<file path="config.mk">
export PLATFORM = sky130hd
export DESIGN_NAME = pci_cfg_header
export DESIGN_NICKNAME = d
export VERILOG_FILES = /design/src/rtl/pci_cfg_pkg.sv /design/src/rtl/cfg_addr_decode.sv /design/src/rtl/cfg_wr_regs.sv /design/src/rtl/cfg_rd_mux.sv /design/src/rtl/pci_cfg_header.sv
export SDC_FILE = /design/constraint.sdc
export NUM_CORES = 1
export LEC_CHECK = 0
export CAP_MARGIN = 10
export CORE_MARGIN = 2
export CORE_UTILIZATION = 41
export CTS_BUF_LIST = sky130_fd_sc_hd__clkbuf_4
export DETAILED_ROUTE_END_ITERATION = 8
export GPL_TIMING_DRIVEN = 0
export PLACE_DENSITY = 0.95
export SLEW_MARGIN = 20
export SYNTH_ARGS = -nofsm -noshare
export SYNTH_HDL_FRONTEND = slang
export SYNTH_HIERARCHICAL = 1
export SYNTH_SLANG_ARGS = --single-unit
</file>
<file path="constraint.sdc">
create_clock -name clk -period 5.55 [get_ports clk]
set_input_delay 1.11 -clock clk [delete_from_list [all_inputs] [get_ports clk]]
set_output_delay 1.11 -clock clk [all_outputs]
set_load 0.02 [all_outputs]
</file>
<file path="src/rtl/pci_cfg_pkg.sv">
// Shared constants and types of the configuration header.
// Assumes dword offsets come from address bits 7:2 of the address phase.
package pci_cfg_pkg;
    localparam logic [3:0] CMD_CFG_RD = 4'b1010;
    localparam logic [3:0] CMD_CFG_WR = 4'b1011;

    localparam logic [5:0] IDX_IDENT   = 6'h00;  // offset 0x00
    localparam logic [5:0] IDX_CMDSTAT = 6'h01;  // offset 0x04
    localparam logic [5:0] IDX_CLASS   = 6'h02;  // offset 0x08
    localparam logic [5:0] IDX_WINDOW  = 6'h04;  // offset 0x10
    localparam logic [5:0] IDX_SUBSYS  = 6'h0B;  // offset 0x2C

    // Latched selection of the current configuration cycle
    typedef struct packed {
        logic       active;
        logic       write;
        logic [5:0] idx;
    } cfg_sel_t;
endpackage

</file>
<file path="src/rtl/cfg_addr_decode.sv">
// Address-phase decoder: claims type-0 configuration cycles aimed at this
// device and holds the selection until the data phase completes.
// Assumes one data phase per configuration cycle.
module cfg_addr_decode
    import pci_cfg_pkg::*;
(
    input  logic       clk,
    input  logic       rst_n,
    input  logic       addr_valid,
    input  logic       addr_idsel,
    input  logic [3:0] addr_cmd,
    input  logic [7:0] addr_ad,
    input  logic       data_valid,
    output cfg_sel_t   sel
);
    logic is_cfg_cmd;
    logic hit;

    // Recognise a type-0 configuration command addressed through the select line
    always_comb begin
        is_cfg_cmd = (addr_cmd == CMD_CFG_RD) || (addr_cmd == CMD_CFG_WR);
        hit        = addr_idsel && is_cfg_cmd && (addr_ad[1:0] == 2'b00);
    end

    // Latch the selection at the address phase, release it after the data phase
    always_ff @(posedge clk) begin
        if (!rst_n) begin
            sel <= '0;
        end else if (addr_valid) begin
            sel.active <= hit;
            sel.write  <= (addr_cmd == CMD_CFG_WR);
            sel.idx    <= addr_ad[7:2];
        end else if (data_valid) begin
            sel.active <= 1'b0;
        end
    end


    claim_source_chk: assert property (@(posedge clk) disable iff (!rst_n)
        $rose(sel.active) |-> $past(addr_valid && addr_idsel && addr_ad[1:0] == 2'b00 &&
                                    (addr_cmd == CMD_CFG_RD || addr_cmd == CMD_CFG_WR)));


    claim_release_chk: assert property (@(posedge clk) disable iff (!rst_n)
        (sel.active && data_valid && !addr_valid) |=> !sel.active);


    claim_hold_chk: assert property (@(posedge clk) disable iff (!rst_n)
        (sel.active && !data_valid && !addr_valid) |=> (sel.active && $stable(sel.idx)));
endmodule

</file>
<file path="src/rtl/cfg_wr_regs.sv">
// Writable configuration state: command word and memory window base.
// Each register is updated through a per-bit mask built from the writable
// field and the active-low byte enables; bits outside the field stay zero.
module cfg_wr_regs
    import pci_cfg_pkg::*;
#(
    parameter int         WIN_SIZE_LOG2 = 25,
    parameter logic       MEM_EN_RESET  = 1'b1
) (
    input  logic        clk,
    input  logic        rst_n,
    input  logic        wr_fire,
    input  logic [5:0]  wr_idx,
    input  logic [31:0] wr_data,
    input  logic [3:0]  wr_be_n,
    output logic [15:0] cmd_word,
    output logic [31:0] win_word
);
    localparam logic [15:0] CMD_WMASK   = 16'h0002;
    localparam logic [31:0] WIN_WMASK   = ~((32'h1 << WIN_SIZE_LOG2) - 32'h1);
    localparam logic [15:0] CMD_RST_VAL = {14'b0, MEM_EN_RESET, 1'b0};

    logic [31:0] lane_mask;
    logic [15:0] cmd_mask;
    logic [31:0] win_mask;

    // Expand the active-low byte enables into a bit mask
    for (genvar ln = 0; ln < 4; ln++) begin : g_lane
        assign lane_mask[ln*8 +: 8] = {8{~wr_be_n[ln]}};
    end

    // Combine the writable field, the lane mask and the register select
    always_comb begin
        cmd_mask = (wr_fire && wr_idx == IDX_CMDSTAT) ? (CMD_WMASK & lane_mask[15:0]) : '0;
        win_mask = (wr_fire && wr_idx == IDX_WINDOW)  ? (WIN_WMASK & lane_mask)       : '0;
    end

    // Update only the enabled writable bits
    always_ff @(posedge clk) begin
        if (!rst_n) begin
            cmd_word <= CMD_RST_VAL;
            win_word <= '0;
        end else begin
            cmd_word <= (cmd_word & ~cmd_mask) | (wr_data[15:0] & cmd_mask);
            win_word <= (win_word & ~win_mask) | (wr_data & win_mask);
        end
    end


    mem_en_write_only_chk: assert property (@(posedge clk) disable iff (!rst_n)
        !$stable(cmd_word[1]) |-> $past(wr_fire && wr_idx == IDX_CMDSTAT && !wr_be_n[0]));


    win_lane3_off_chk: assert property (@(posedge clk) disable iff (!rst_n)
        (wr_fire && wr_idx == IDX_WINDOW && wr_be_n[3]) |=> $stable(win_word[31:24]));


    win_full_write_chk: assert property (@(posedge clk) disable iff (!rst_n)
        (wr_fire && wr_idx == IDX_WINDOW && wr_be_n == 4'b0000)
            |=> win_word[31:WIN_SIZE_LOG2] == $past(wr_data[31:WIN_SIZE_LOG2]));


    no_stray_write_chk: assert property (@(posedge clk) disable iff (!rst_n)
        (!wr_fire || (wr_idx != IDX_CMDSTAT && wr_idx != IDX_WINDOW))
            |=> ($stable(cmd_word) && $stable(win_word)));
endmodule

</file>
<file path="src/rtl/cfg_rd_mux.sv">
// Read multiplexer: assembles the addressed dword from build parameters and
// the writable registers. Zero for unimplemented offsets or when no read is active.
module cfg_rd_mux
    import pci_cfg_pkg::*;
#(
    parameter logic [15:0] VENDOR_ID     = 16'h4150,
    parameter logic [15:0] DEVICE_ID     = 16'h0001,
    parameter logic [7:0]  REVISION_ID   = 8'h01,
    parameter logic [23:0] CLASS_CODE    = 24'h058000,
    parameter logic [15:0] SUB_VENDOR_ID = 16'h4150,
    parameter logic [15:0] SUB_ID        = 16'h0001,
    parameter logic [15:0] STATUS_VALUE  = 16'h0200
) (
    input  logic        rd_en,
    input  logic [5:0]  rd_idx,
    input  logic [15:0] cmd_word,
    input  logic [31:0] win_word,
    output logic [31:0] rd_data
);
    // Select the dword for the latched offset
    always_comb begin
        rd_data = '0;
        if (rd_en) begin
            unique case (rd_idx)
                IDX_IDENT:   rd_data = {DEVICE_ID, VENDOR_ID};
                IDX_CMDSTAT: rd_data = {STATUS_VALUE, cmd_word};
                IDX_CLASS:   rd_data = {CLASS_CODE, REVISION_ID};
                IDX_WINDOW:  rd_data = win_word;
                IDX_SUBSYS:  rd_data = {SUB_ID, SUB_VENDOR_ID};
                default:     rd_data = '0;
            endcase
        end
    end


    always_comb begin
        idle_zero_chk: assert (rd_en || rd_data == 32'h0);
    end
endmodule

</file>
<file path="src/rtl/pci_cfg_header.sv">
// Type-0 configuration header of a single-function target.
// Claims configuration cycles, serves identity/command/status/window reads,
// applies byte-enabled writes and exports the window base and memory enable.
// Assumes the sequencer gives one data phase per cycle and never raises
// data_valid together with addr_valid.
module pci_cfg_header
    import pci_cfg_pkg::*;
#(
    parameter logic [15:0] VENDOR_ID     = 16'h4150,
    parameter logic [15:0] DEVICE_ID     = 16'h0001,
    parameter logic [7:0]  REVISION_ID   = 8'h01,
    parameter logic [23:0] CLASS_CODE    = 24'h058000,
    parameter logic [15:0] SUB_VENDOR_ID = 16'h4150,
    parameter logic [15:0] SUB_ID        = 16'h0001,
    parameter logic [15:0] STATUS_VALUE  = 16'h0200,
    parameter logic        MEM_EN_RESET  = 1'b1,
    parameter int          WIN_SIZE_LOG2 = 25,
    localparam int         BASE_W        = 32 - WIN_SIZE_LOG2
) (
    input  logic              clk,
    input  logic              rst_n,
    input  logic              addr_valid,
    input  logic              addr_idsel,
    input  logic [3:0]        addr_cmd,
    input  logic [7:0]        addr_ad,
    input  logic              data_valid,
    input  logic [31:0]       data_wdata,
    input  logic [3:0]        data_be_n,
    output logic              cfg_claim,
    output logic [31:0]       cfg_rdata,
    output logic              mem_enable,
    output logic [BASE_W-1:0] bar0_base
);
    cfg_sel_t    sel;
    logic        wr_fire;
    logic        rd_en;
    logic [15:0] cmd_word;
    logic [31:0] win_word;

    cfg_addr_decode u_decode (
        .clk        (clk),
        .rst_n      (rst_n),
        .addr_valid (addr_valid),
        .addr_idsel (addr_idsel),
        .addr_cmd   (addr_cmd),
        .addr_ad    (addr_ad),
        .data_valid (data_valid),
        .sel        (sel)
    );

    // Qualify the data phase for writes and the held selection for reads
    always_comb begin
        wr_fire = sel.active && sel.write && data_valid;
        rd_en   = sel.active && !sel.write;
    end

    cfg_wr_regs #(
        .WIN_SIZE_LOG2 (WIN_SIZE_LOG2),
        .MEM_EN_RESET  (MEM_EN_RESET)
    ) u_regs (
        .clk      (clk),
        .rst_n    (rst_n),
        .wr_fire  (wr_fire),
        .wr_idx   (sel.idx),
        .wr_data  (data_wdata),
        .wr_be_n  (data_be_n),
        .cmd_word (cmd_word),
        .win_word (win_word)
    );

    cfg_rd_mux #(
        .VENDOR_ID     (VENDOR_ID),
        .DEVICE_ID     (DEVICE_ID),
        .REVISION_ID   (REVISION_ID),
        .CLASS_CODE    (CLASS_CODE),
        .SUB_VENDOR_ID (SUB_VENDOR_ID),
        .SUB_ID        (SUB_ID),
        .STATUS_VALUE  (STATUS_VALUE)
    ) u_rdmux (
        .rd_en    (rd_en),
        .rd_idx   (sel.idx),
        .cmd_word (cmd_word),
        .win_word (win_word),
        .rd_data  (cfg_rdata)
    );

    // Drive the exported decode controls
    always_comb begin
        cfg_claim  = sel.active;
        mem_enable = cmd_word[1];
        bar0_base  = win_word[31:WIN_SIZE_LOG2];
    end
endmodule

</file>
# After elaboration in Yosys (flattened, before gate mapping)
# Index checks and enable logic that the tools add are counted.
# W data, S select, Z words.
# word_totals
ff_bits	56
in_bits	53
# op_classes
n_reduce_logical	13
n_eq_ne	6
muxes	6
bitwise	10
# ops
op	count
$pmux W32 S4	1
$and A32 B32 Y32	2
$mux W32	2
$and A16 B16 Y16	2
$not A32 Y32	1
$or A32 B32 Y32	1
$not A16 Y16	1
$or A16 B16 Y16	1
$eq A4 B4 Y1 const B	2
$logic_and A1 B1 Y1	7
$eq A6 B1 Y1 const B	1
$eq A6 B2 Y1 const B	1
$eq A6 B3 Y1 const B	1
$eq A6 B4 Y1 const B	1
$logic_not A6 Y1	1
$logic_not A2 Y1	1
$mux W1	2
$mux W2	1
$not A1 Y1	2
$reduce_bool A2 Y1	1
$reduce_or A2 Y1	1
$logic_not A1 Y1	1
$logic_or A1 B1 Y1	1

# Logic depth before layout (Yosys ltp)
# Gate-level depths: netlist of run 1.
# logic_depth
ltp_word	7
depth_mapped	6
ltp_nobuf	4

# Modules after synthesis
# The synthesis of run 1 kept the hierarchy.
# modules_own_cells
mod	cells_per_inst	n_inst	seq_area_each_um2	area_per_inst_um2
cfg_wr_regs	79	1	160.2	670.6
cfg_rd_mux	67	1	0.0	471.7
cfg_addr_decode	30	1	160.2	335.3
pci_cfg_header	2	1	0.0	16.3

# Worst setup path after synthesis of run 1
# OpenSTA, ideal clock, no wires.
# synth_path
path_kind	flip-flop to output port
from	register u_decode/sel[0] (netlist name)
to	output port cfg_rdata[31]
t_arrival_ns	1.538
required_time_ns	4.440
path_buffers	3
path_slack_ns	2.902
path_stages_with_launch	7
path_cell_list	dfxtp_1 clkbuf_1 nor2_1 and3_1 buf_4 buf_8 and2_1
# synth_via
elab_chain_cells	4
# synth_lines
item	line_no	text
$eq A6 B4 Y1 or $logic_not A6 Y1 (tied branches)	cfg_rd_mux.sv:24	unique case (rd_idx)
$reduce_or A2 Y1 (no source line)	--	
$pmux W32 S4 (*)	cfg_rd_mux.sv:24	
$mux W32 (*)	cfg_rd_mux.sv:23	if (rd_en) begin
to (decl)	pci_cfg_header.sv:30	output logic [31:0] cfg_rdata,
# Mark *: on every way between the ends. The rest lies on a longest branch, timed or not.

# Worst setup path after layout of run 1
# layout_path
from	register u_decode/sel[0] (netlist name)
to	output port cfg_rdata[28]
# layout_via
elab_chain_cells	4
# layout_lines
item	line_no
$eq A6 B4 Y1 or $logic_not A6 Y1 (tied branches)	cfg_rd_mux.sv:24
$reduce_or A2 Y1 (no source line)	--
$pmux W32 S4 (*)	cfg_rd_mux.sv:24
$mux W32 (*)	cfg_rd_mux.sv:23
# Marks and branches as above.

==> results_dict.tcl, run 1 <==
set metrics [dict create \
    finalNonFillerCells 316 \
    post_cts_buffers 0 \
    syn_to_final_growth_pct 48.7 \
    grt_pass1_vias 1350 \
    dieArea_mm2 0.00414 \
    fin_skew_ns 0.00745 \
    slew_headroom 0.551 \
    clkPwrFrac 0.231 \
    core_area_mm2 0.00342 \
    cts_hold_buf 0 \
    cp_data_arrival_time_ns 2.59 \
    period_needed_ns 3.70 \
    syn-cell-area_mm2 0.00149 \
    tritoncts "done" \
    final_area_mm2 0.00222 \
    leakagePower_nw 0.961 \
    viasPerCell 4.46 \
    place_area_mm2 0.00220 \
    report.final.slew_viol_count 0 \
    max-vdd-ir-drop_uv 119 \
    synthCells 178 \
    fmaxAchievable_mhz 270 \
    swShare 0.261 \
    ctsHtreeMaxLevel 1 \
    routed_wl_um 3270 \
    initial_core_util 0.437 \
    drive_gt1_frac 0.211 \
    whs_ns 0.477 \
    crit_path_end_kind "output pin" \
    path_buf_inv 4 \
    synth.avg_cell_area_um2 8.39 \
    drt-pass1-iter-count 4 \
    outcome "complete, no violations" \
    path_clk_slew_ns 0.09 \
    p_seq_frac 0.488 \
    worstMarginPinSlew_ns 0.669 \
    boundaryPins 94 \
    powerDensity_mw_per_mm2 114 \
    finalHoldViolCount 0 \
    die_x_um 64.4 \
    grt_max_degree 11 \
    io_buffers 50 \
    cp_cell_sequence "clkbuf_1, nor2_1, and3_1, buf_4, buf_6, and2_1, clkdlybuf4s50_1" \
    rsz0062_at_grt "false" \
    setup_viol 0 \
    overflow 0 \
    final_antenna_net_count 0 \
    cts_resized 0 \
    start_kind "flip-flop" \
    yosys_warnings 6 \
    root_buffer "clkbuf_4" \
    pwr-share-comb 0.281 \
    ys_ff_latch 16 \
    dp.cells 313 \
    critPathSlowestCell "clkdlybuf4s50_1" \
    track_usage 0.168 \
    post-route-drc-count 0 \
    p_int_uw 188 \
    num_rows 21 \
    yosysSeqAreaShare 0.214 \
    dr_total_vias 1410 \
    antenna_found_initial 0 \
    timing.final.crit_share 0.667 \
    nets 325 \
    drt_iter0_drc 44 \
    critPathKind "flip-flop to output pin" \
    grt_pass1_wl_um 5670 \
    hold_class "flip-flop to flip-flop" \
    fin_setup_tns_ns 0 \
    hpwl_um 2680 \
    cts_buffers 3 \
    critical_path.max_fanout 10 \
    clockBufferDepth 2 \
    cpLargestDelayFamily "buffers and inverters" \
    diodes 0 \
    wire_per_inst_um 10.3 \
    drv_cap 0 \
    crit_required_ns 4.44 \
    p_switching_uw 66.4 \
    clock_latency_ns 0.28 \
    die_height_um 64.4 \
    ys_types 37 \
    critPathMaxStageDelay_ns 0.61 \
    cts.sinks 16 \
    gp_congestion 0.775 \
]
## metrics by stage
step	total power, mW	setup WS [ns]	util
after global placement	0.195	2.19	0.644
final	0.254	1.85	0.650
after floorplan	0.172	2.90	-
after global routing	0.270	1.68	0.650
after CTS	0.255	1.82	0.650
after detailed placement	0.197	2.14	0.644
## Yosys cell counts
cell type   n  area, µm²
a211oi_1    1       7.51
a21boi_0    1       7.51
a21o_1      1       7.51
a21oi_1     3       15.0
a22o_1     11       96.3
a31oi_1     5       31.3
and2_1     11       68.8
and2b_2     1       8.76
and3_1      3       18.8
and3_2      1       7.51
and4b_1     1       10.0
buf_4      42        315
buf_6       2       22.5
buf_8       1       15.0
clkbuf_1    2       7.51
clkbuf_2    1       5.00
conb_1      1       3.75
dfxtp_1    16        320
mux2i_1    14        140
nand2_1    15       56.3
nand2b_1    1       6.26
nand3_1    14       70.1
nand3b_1    2       15.0
nand4b_1    2       17.5
nand4bb_1   2       22.5
nor2_1      2       7.51
nor2b_1     9       56.3
nor3_1      3       15.0
nor4_1      1       6.26
nor4_2      1       12.5
nor4_4      1       21.3
nor4b_4     1       23.8
o21ai_0     1       5.00
o21ai_1     2       10.0
o311ai_2    1       16.3
or4b_2      1       10.0
or4b_4      1       13.8
## worst min-delay path, cell delays in order (launching register included)
cell and delay (ns):
dfxtp_1 0.33, nand2_1 0.05, mux2i_1 0.05
## cell type report
| class | instances | area [µm²] |
|---|---|---|
| Clock buffer | 3 | 22.5 |
| Multi-Input combinational cell | 153 | 955 |
| Tap cell | 46 | 57.6 |
| Fill cell | 320 | 1190 |
| Sequential cell | 16 | 320 |
| Timing Repair Buffer | 50 | 500 |
| Buffer | 48 | 365 |
## path summary, 6_finish.rpt
kind	startpoint	end	slack [ns]	depth (start not counted)
setup reg to reg	u_decode/sel[2]	flip-flop	3.60	3
hold / removal	flip-flop	flip-flop	0.48	2
setup / recovery	u_decode/sel[0]	cfg_rdata[28]	1.85	7
hold reg to reg	flip-flop	flip-flop	0.48	2
## cells by family (layout without fill, tap and decap cells)
family,Yosys count,in the layout,synth area share
AOI/OAI and AO/OA,26,26,0.131
buffers and inverters,48,101,0.245
DFF,16,16,0.214
muxes,14,14,0.0938
other,1,40,0.00251
and+or+nand+nor,73,73,0.313
## power by group through the flow
stage	logic [mW]	clock network, mW	registers [mW]
3_5_place_dp	0.0701	0	0.127
4_1_cts	0.0702	0.0614	0.124
2_1_floorplan	0.0469	0	0.125
3_3_place_gp	0.0687	0	0.126
6_report	0.0714	0.0587	0.124
5_1_grt	0.0792	0.0664	0.125
## routing by layer
layer | wire (µm) | vias to the layer above | track usage
met2 | 1750 | 35 | 0.320
met1 | 1350 | 634 | 0.191
met5 | 0 | - | 0
met3 | 152 | 2 | 0.0317
li1 | - | 739 | -
met4 | 13 | 0 | 0.0399
## cell usage in the layout (no fill, tap or decap), drive strengths merged, types with 4 or more instances in the layout
| master | instances |
|---|---|
| nor2b | 9 |
| nand2 | 15 |
| and3 | 4 |
| mux2i | 14 |
| conb | 40 |
| buf | 45 |
| and2 | 11 |
| a31oi | 5 |
| dfxtp | 16 |
| clkbuf | 6 |
| clkdlybuf4s50 | 50 |
| a22o | 11 |
| nand3 | 14 |
No activity file was read; power rests on OpenSTA's default activity.
==> run 2: changes to the inputs <==
--- a/config.mk
+++ b/config.mk
@@ -7,11 +7,11 @@
 export LEC_CHECK = 0
 export CAP_MARGIN = 10
 export CORE_MARGIN = 2
-export CORE_UTILIZATION = 41
+export CORE_UTILIZATION = 38
 export CTS_BUF_LIST = sky130_fd_sc_hd__clkbuf_4
 export DETAILED_ROUTE_END_ITERATION = 8
 export GPL_TIMING_DRIVEN = 0
-export PLACE_DENSITY = 0.95
+export PLACE_DENSITY = 0.91
 export SLEW_MARGIN = 20
 export SYNTH_ARGS = -nofsm -noshare
 export SYNTH_HDL_FRONTEND = slang
==> constraint.sdc (replaced) <==
create_clock -name clk -period 3.6 [get_ports clk]
set_input_delay 0.72 -clock clk [delete_from_list [all_inputs] [get_ports clk]]
set_output_delay 0.72 -clock clk [all_outputs]
set_load 0.02 [all_outputs]
==> results_dict.tcl, run 2 (synthesis results as in run 1) <==
set metrics [dict create \
    outcome "complete, no violations" \
    pwr-share-comb 0.277 \
    worstMarginPinSlew_ns 0.668 \
    cts_hold_buf 0 \
    grt_max_degree 11 \
    met1_usage 0.177 \
    grt_pass1_wl_um 5840 \
    die_x_um 66.7 \
    post_cts_buffers 0 \
    start_kind "flip-flop" \
    drv_cap 0 \
    met3_usage 0.0355 \
    tritoncts "done" \
    report.power.total_uw 397 \
    dieArea_mm2 0.00445 \
    setup_viol 0 \
    p_switching_uw 106 \
    critical_path.max_fanout 10 \
    clkPwrFrac 0.243 \
    nets 325 \
    path_clk_slew_ns 0.09 \
    boundaryPins 94 \
    crit_required_ns 2.88 \
    period_needed_ns 3.31 \
    cts_resized 0 \
    fin_setup_tns_ns 0 \
    ctsHtreeMaxLevel 1 \
    cts.sinks 16 \
    swShare 0.268 \
    max-vdd-ir-drop_uv 146 \
    crit_path_end_kind "output pin" \
    io_buffers 50 \
    hpwl_um 2730 \
    cts_buffers 3 \
    finalNonFillerCells 319 \
    fmaxAchievable_mhz 302 \
    report.final.slew_viol_count 0 \
    final_antenna_net_count 0 \
    syn_to_final_growth_pct 49.1 \
    overflow 0 \
    num_rows 22 \
    critPathSlowestCell "clkdlybuf4s50_1" \
    track_usage 0.165 \
    slew_headroom 0.551 \
    drt_iter0_drc 43 \
    mostFrequentLayoutCell "clkdlybuf4s50_1" \
    grt.busiest_layer "met2" \
    initial_core_util 0.402 \
    finalHoldViolCount 0 \
    layout_common_cells "50 x clkdlybuf4s50_1, 42 x buf_4, 40 x conb_1" \
    post-route-drc-count 0 \
    rsz0062_at_grt "false" \
    dp.cells 315 \
    critPathMaxStageDelay_ns 0.60 \
    die_height_um 66.7 \
    root_buffer "clkbuf_4" \
    final_area_mm2 0.00223 \
    powerDensity_mw_per_mm2 178 \
    fillers 358 \
    timing.final.crit_share 0.921 \
    p_int_uw 291 \
    gp_congestion 0.747 \
    p_seq_frac 0.480 \
    hold_class "flip-flop to flip-flop" \
    core_area_mm2 0.00372 \
    viasPerCell 4.50 \
    place_area_mm2 0.00220 \
    routed_wl_um 3340 \
    critPathKind "flip-flop to output pin" \
    diodes 0 \
    clock_latency_ns 0.29 \
    leakagePower_nw 0.963 \
    met2_usage 0.318 \
    cp_cell_sequence "clkbuf_1, nor2_1, and3_1, buf_4, buf_6, and2_1, clkdlybuf4s50_1" \
    drive_gt1_frac 0.210 \
    fin_skew_ns 0.00395 \
    clockBufferDepth 2 \
    dr_total_vias 1437 \
    utilization 0.599 \
    wire_per_inst_um 10.5 \
    drt-pass1-iter-count 4 \
    grt_pass1_vias 1439 \
    antenna_found_initial 0 \
    cp_data_arrival_time_ns 2.59 \
]
## run 2: per-layer routing
metal	vias up	share of wire
met2	43	0.53
met1	647	0.40
met4	0	0.014
met3	6	0.057
met5	-	0
li1	741	-
## run 2: final timing paths
| kind | start | to | slack, ns | cells past startpoint |
|---|---|---|---|---|
| hold / removal | flip-flop | flip-flop | 0.47 | 2 |
| setup reg to reg | u_decode/sel[2] | flip-flop | 1.63 | 3 |
| setup / recovery | u_decode/sel[0] | cfg_rdata[27] | 0.29 | 7 |
| hold reg to reg | flip-flop | flip-flop | 0.47 | 2 |
## run 2: critical path: cells and delay by family, from the launching register on
family | cells | cell delay [ns]
buf+inv | 4 | 1.05
simple gates | 3 | 0.89
flops | 1 | 0.36
## run 2: layout make-up
cell class	count	area [µm²]	area share
Tap cell	48	60.1	0.0270
Clock inverter	1	3.75	0.00169
Timing Repair Buffer	50	500	0.225
Buffer	48	365	0.164
Multi-Input combinational cell	153	955	0.429
Sequential cell	16	320	0.144
Clock buffer	3	22.5	0.0101
## run 2: metrics by stage
stage                     hold WS (ns)  worst slack (ns)
after floorplan                  0.453              1.34
after global placement           0.451             0.630
after detailed placement         0.459             0.595
after CTS                        0.474             0.255
after global routing             0.505            0.0766
final                            0.469             0.285
## run 2: power groups by stage
stage / Combinational, mW / Sequential [mW] / Clock, mW
after detailed placement: 0.109 / 0.195 / 0
after global placement: 0.106 / 0.195 / 0
after CTS: 0.109 / 0.191 / 0.103
after floorplan: 0.0723 / 0.193 / 0
after global routing: 0.123 / 0.192 / 0.109
final: 0.110 / 0.191 / 0.0966
==> run 3: changes to the inputs <==
--- a/config.mk
+++ b/config.mk
@@ -6,7 +6,6 @@
 export NUM_CORES = 1
 export LEC_CHECK = 0
 export CAP_MARGIN = 10
-export CORE_MARGIN = 2
 export CORE_UTILIZATION = 38
 export CTS_BUF_LIST = sky130_fd_sc_hd__clkbuf_4
 export DETAILED_ROUTE_END_ITERATION = 8
==> results_dict.tcl, run 3 (synthesis results as in run 1) <==
set metrics [dict create \
    num_rows 22 \
    rsz0062_at_grt "false" \
    fin_setup_tns_ns 0 \
    cts_hold_buf 0 \
    fin_skew_ns 0.00634 \
    start_kind "flip-flop" \
    final_area_mm2 0.00222 \
    rrSetupSlack_ns 1.69 \
    root_buffer "clkbuf_4" \
    place_area_mm2 0.00220 \
    timing.final.crit_share 0.929 \
    die_x_um 64.7 \
    leakagePower_nw 0.961 \
    worstMarginPinSlew_ns 0.652 \
    post_cts_buffers 0 \
    powerDensity_mw_per_mm2 177 \
    drv_cap 0 \
    mostFrequentLayoutCell "clkdlybuf4s50_1" \
    diodes 0 \
    routed_wl_um 3190 \
    hpwl_um 2550 \
    critPathKind "flip-flop to output pin" \
    hold_depth 2 \
    core_area_mm2 0.00372 \
    overflow 0 \
    dr_total_vias 1418 \
    tritoncts "done" \
    finalHoldViolCount 0 \
    track_usage 0.164 \
    post-route-drc-count 0 \
    crit_required_ns 2.88 \
    die_height_um 64.7 \
    grt_pass1_wl_um 5400 \
    ctsHtreeMaxLevel 1 \
    layout_common_cells "50 x clkdlybuf4s50_1, 42 x buf_4, 40 x conb_1" \
    clockBufferDepth 2 \
    slew_headroom 0.562 \
    wire_per_inst_um 10.0 \
    grt_max_degree 11 \
    syn_to_final_growth_pct 48.8 \
    dieArea_mm2 0.00419 \
    drt-pass1-iter-count 4 \
    report.final.slew_viol_count 0 \
    rr_worst_depth 3 \
    initial_core_util 0.402 \
    outcome "complete, no violations" \
    gp_congestion 0.765 \
    crit_path_end_kind "output pin" \
    drt_iter0_drc 21 \
    crit-reg2reg-launch "u_decode/sel[2]" \
    viasPerCell 4.46 \
    io_buffers 50 \
    nets 325 \
    boundaryPins 94 \
    clock_latency_ns 0.28 \
    critical_path.max_fanout 10 \
    grt_pass1_vias 1274 \
    cp_data_arrival_time_ns 2.62 \
    setup_viol 0 \
    max-vdd-ir-drop_uv 138 \
    period_needed_ns 3.34 \
    path_clk_slew_ns 0.09 \
    cts_resized 0 \
    fmaxAchievable_mhz 299 \
    final_antenna_net_count 0 \
    drive_gt1_frac 0.211 \
    hold_class "flip-flop to flip-flop" \
    cts_buffers 3 \
    antenna_found_initial 0 \
    cts.sinks 16 \
]
## run 3: metal layers
metal | vias up | track usage | routed length, µm
met5 | - | 0 | 0
li1 | 742 | - | -
met4 | 0 | 0.0833 | 72
met3 | 8 | 0.0299 | 161
met1 | 625 | 0.182 | 1390
met2 | 43 | 0.294 | 1570
## run 3: how the worst max path moves through the flow
| stage | end | start | slack [ns] | depth (start not counted) |
|---|---|---|---|---|
| floorplan | cfg_rdata[31] | u_decode/sel[0] | 1.34 | 6 |
| global route | cfg_rdata[30] | u_decode/sel[0] | 0.04 | 7 |
| global placement | cfg_rdata[27] | u_decode/sel[0] | 0.63 | 7 |
| CTS | cfg_rdata[30] | u_decode/sel[0] | 0.25 | 7 |
| detailed placement | cfg_rdata[30] | u_decode/sel[0] | 0.57 | 7 |
| finish | cfg_rdata[30] | u_decode/sel[0] | 0.26 | 7 |
## run 3: critical path, cell delays in order (launching register included)
cell,delay (ns)
dfxtp_1,0.36
clkbuf_1,0.19
nor2_1,0.53
and3_1,0.25
buf_4,0.14
buf_6,0.13
and2_1,0.14
clkdlybuf4s50_1,0.60
## run 3: per-stage QoR
stage / power [mW] / instances / setup slack [ns] / utilization / hold slack [ns]
after detailed placement: 0.303 / 315 / 0.571 / 0.592 / 0.462
after global placement: 0.301 / 315 / 0.630 / 0.592 / 0.451
after floorplan: 0.265 / 217 / 1.34 / - / 0.453
after CTS: 0.398 / 318 / 0.246 / 0.598 / 0.477
after global routing: 0.422 / 318 / 0.0353 / 0.598 / 0.496
final: 0.395 / 318 / 0.257 / 0.598 / 0.472
## run 3: power breakdown
part	switching, mW	internal [mW]	total (mW)
registers	0.00973	0.181	0.191
clock network	0.0549	0.0388	0.0937
logic	0.0404	0.0696	0.110
## run 3: cell type report
type / instances / area, µm²
sequential: 16 / 320
buffer: 48 / 365
tap: 48 / 60.1
fill: 354 / 1490
clock buffer: 3 / 22.5
timing repair buffer: 50 / 500
multi-input combinational: 153 / 955
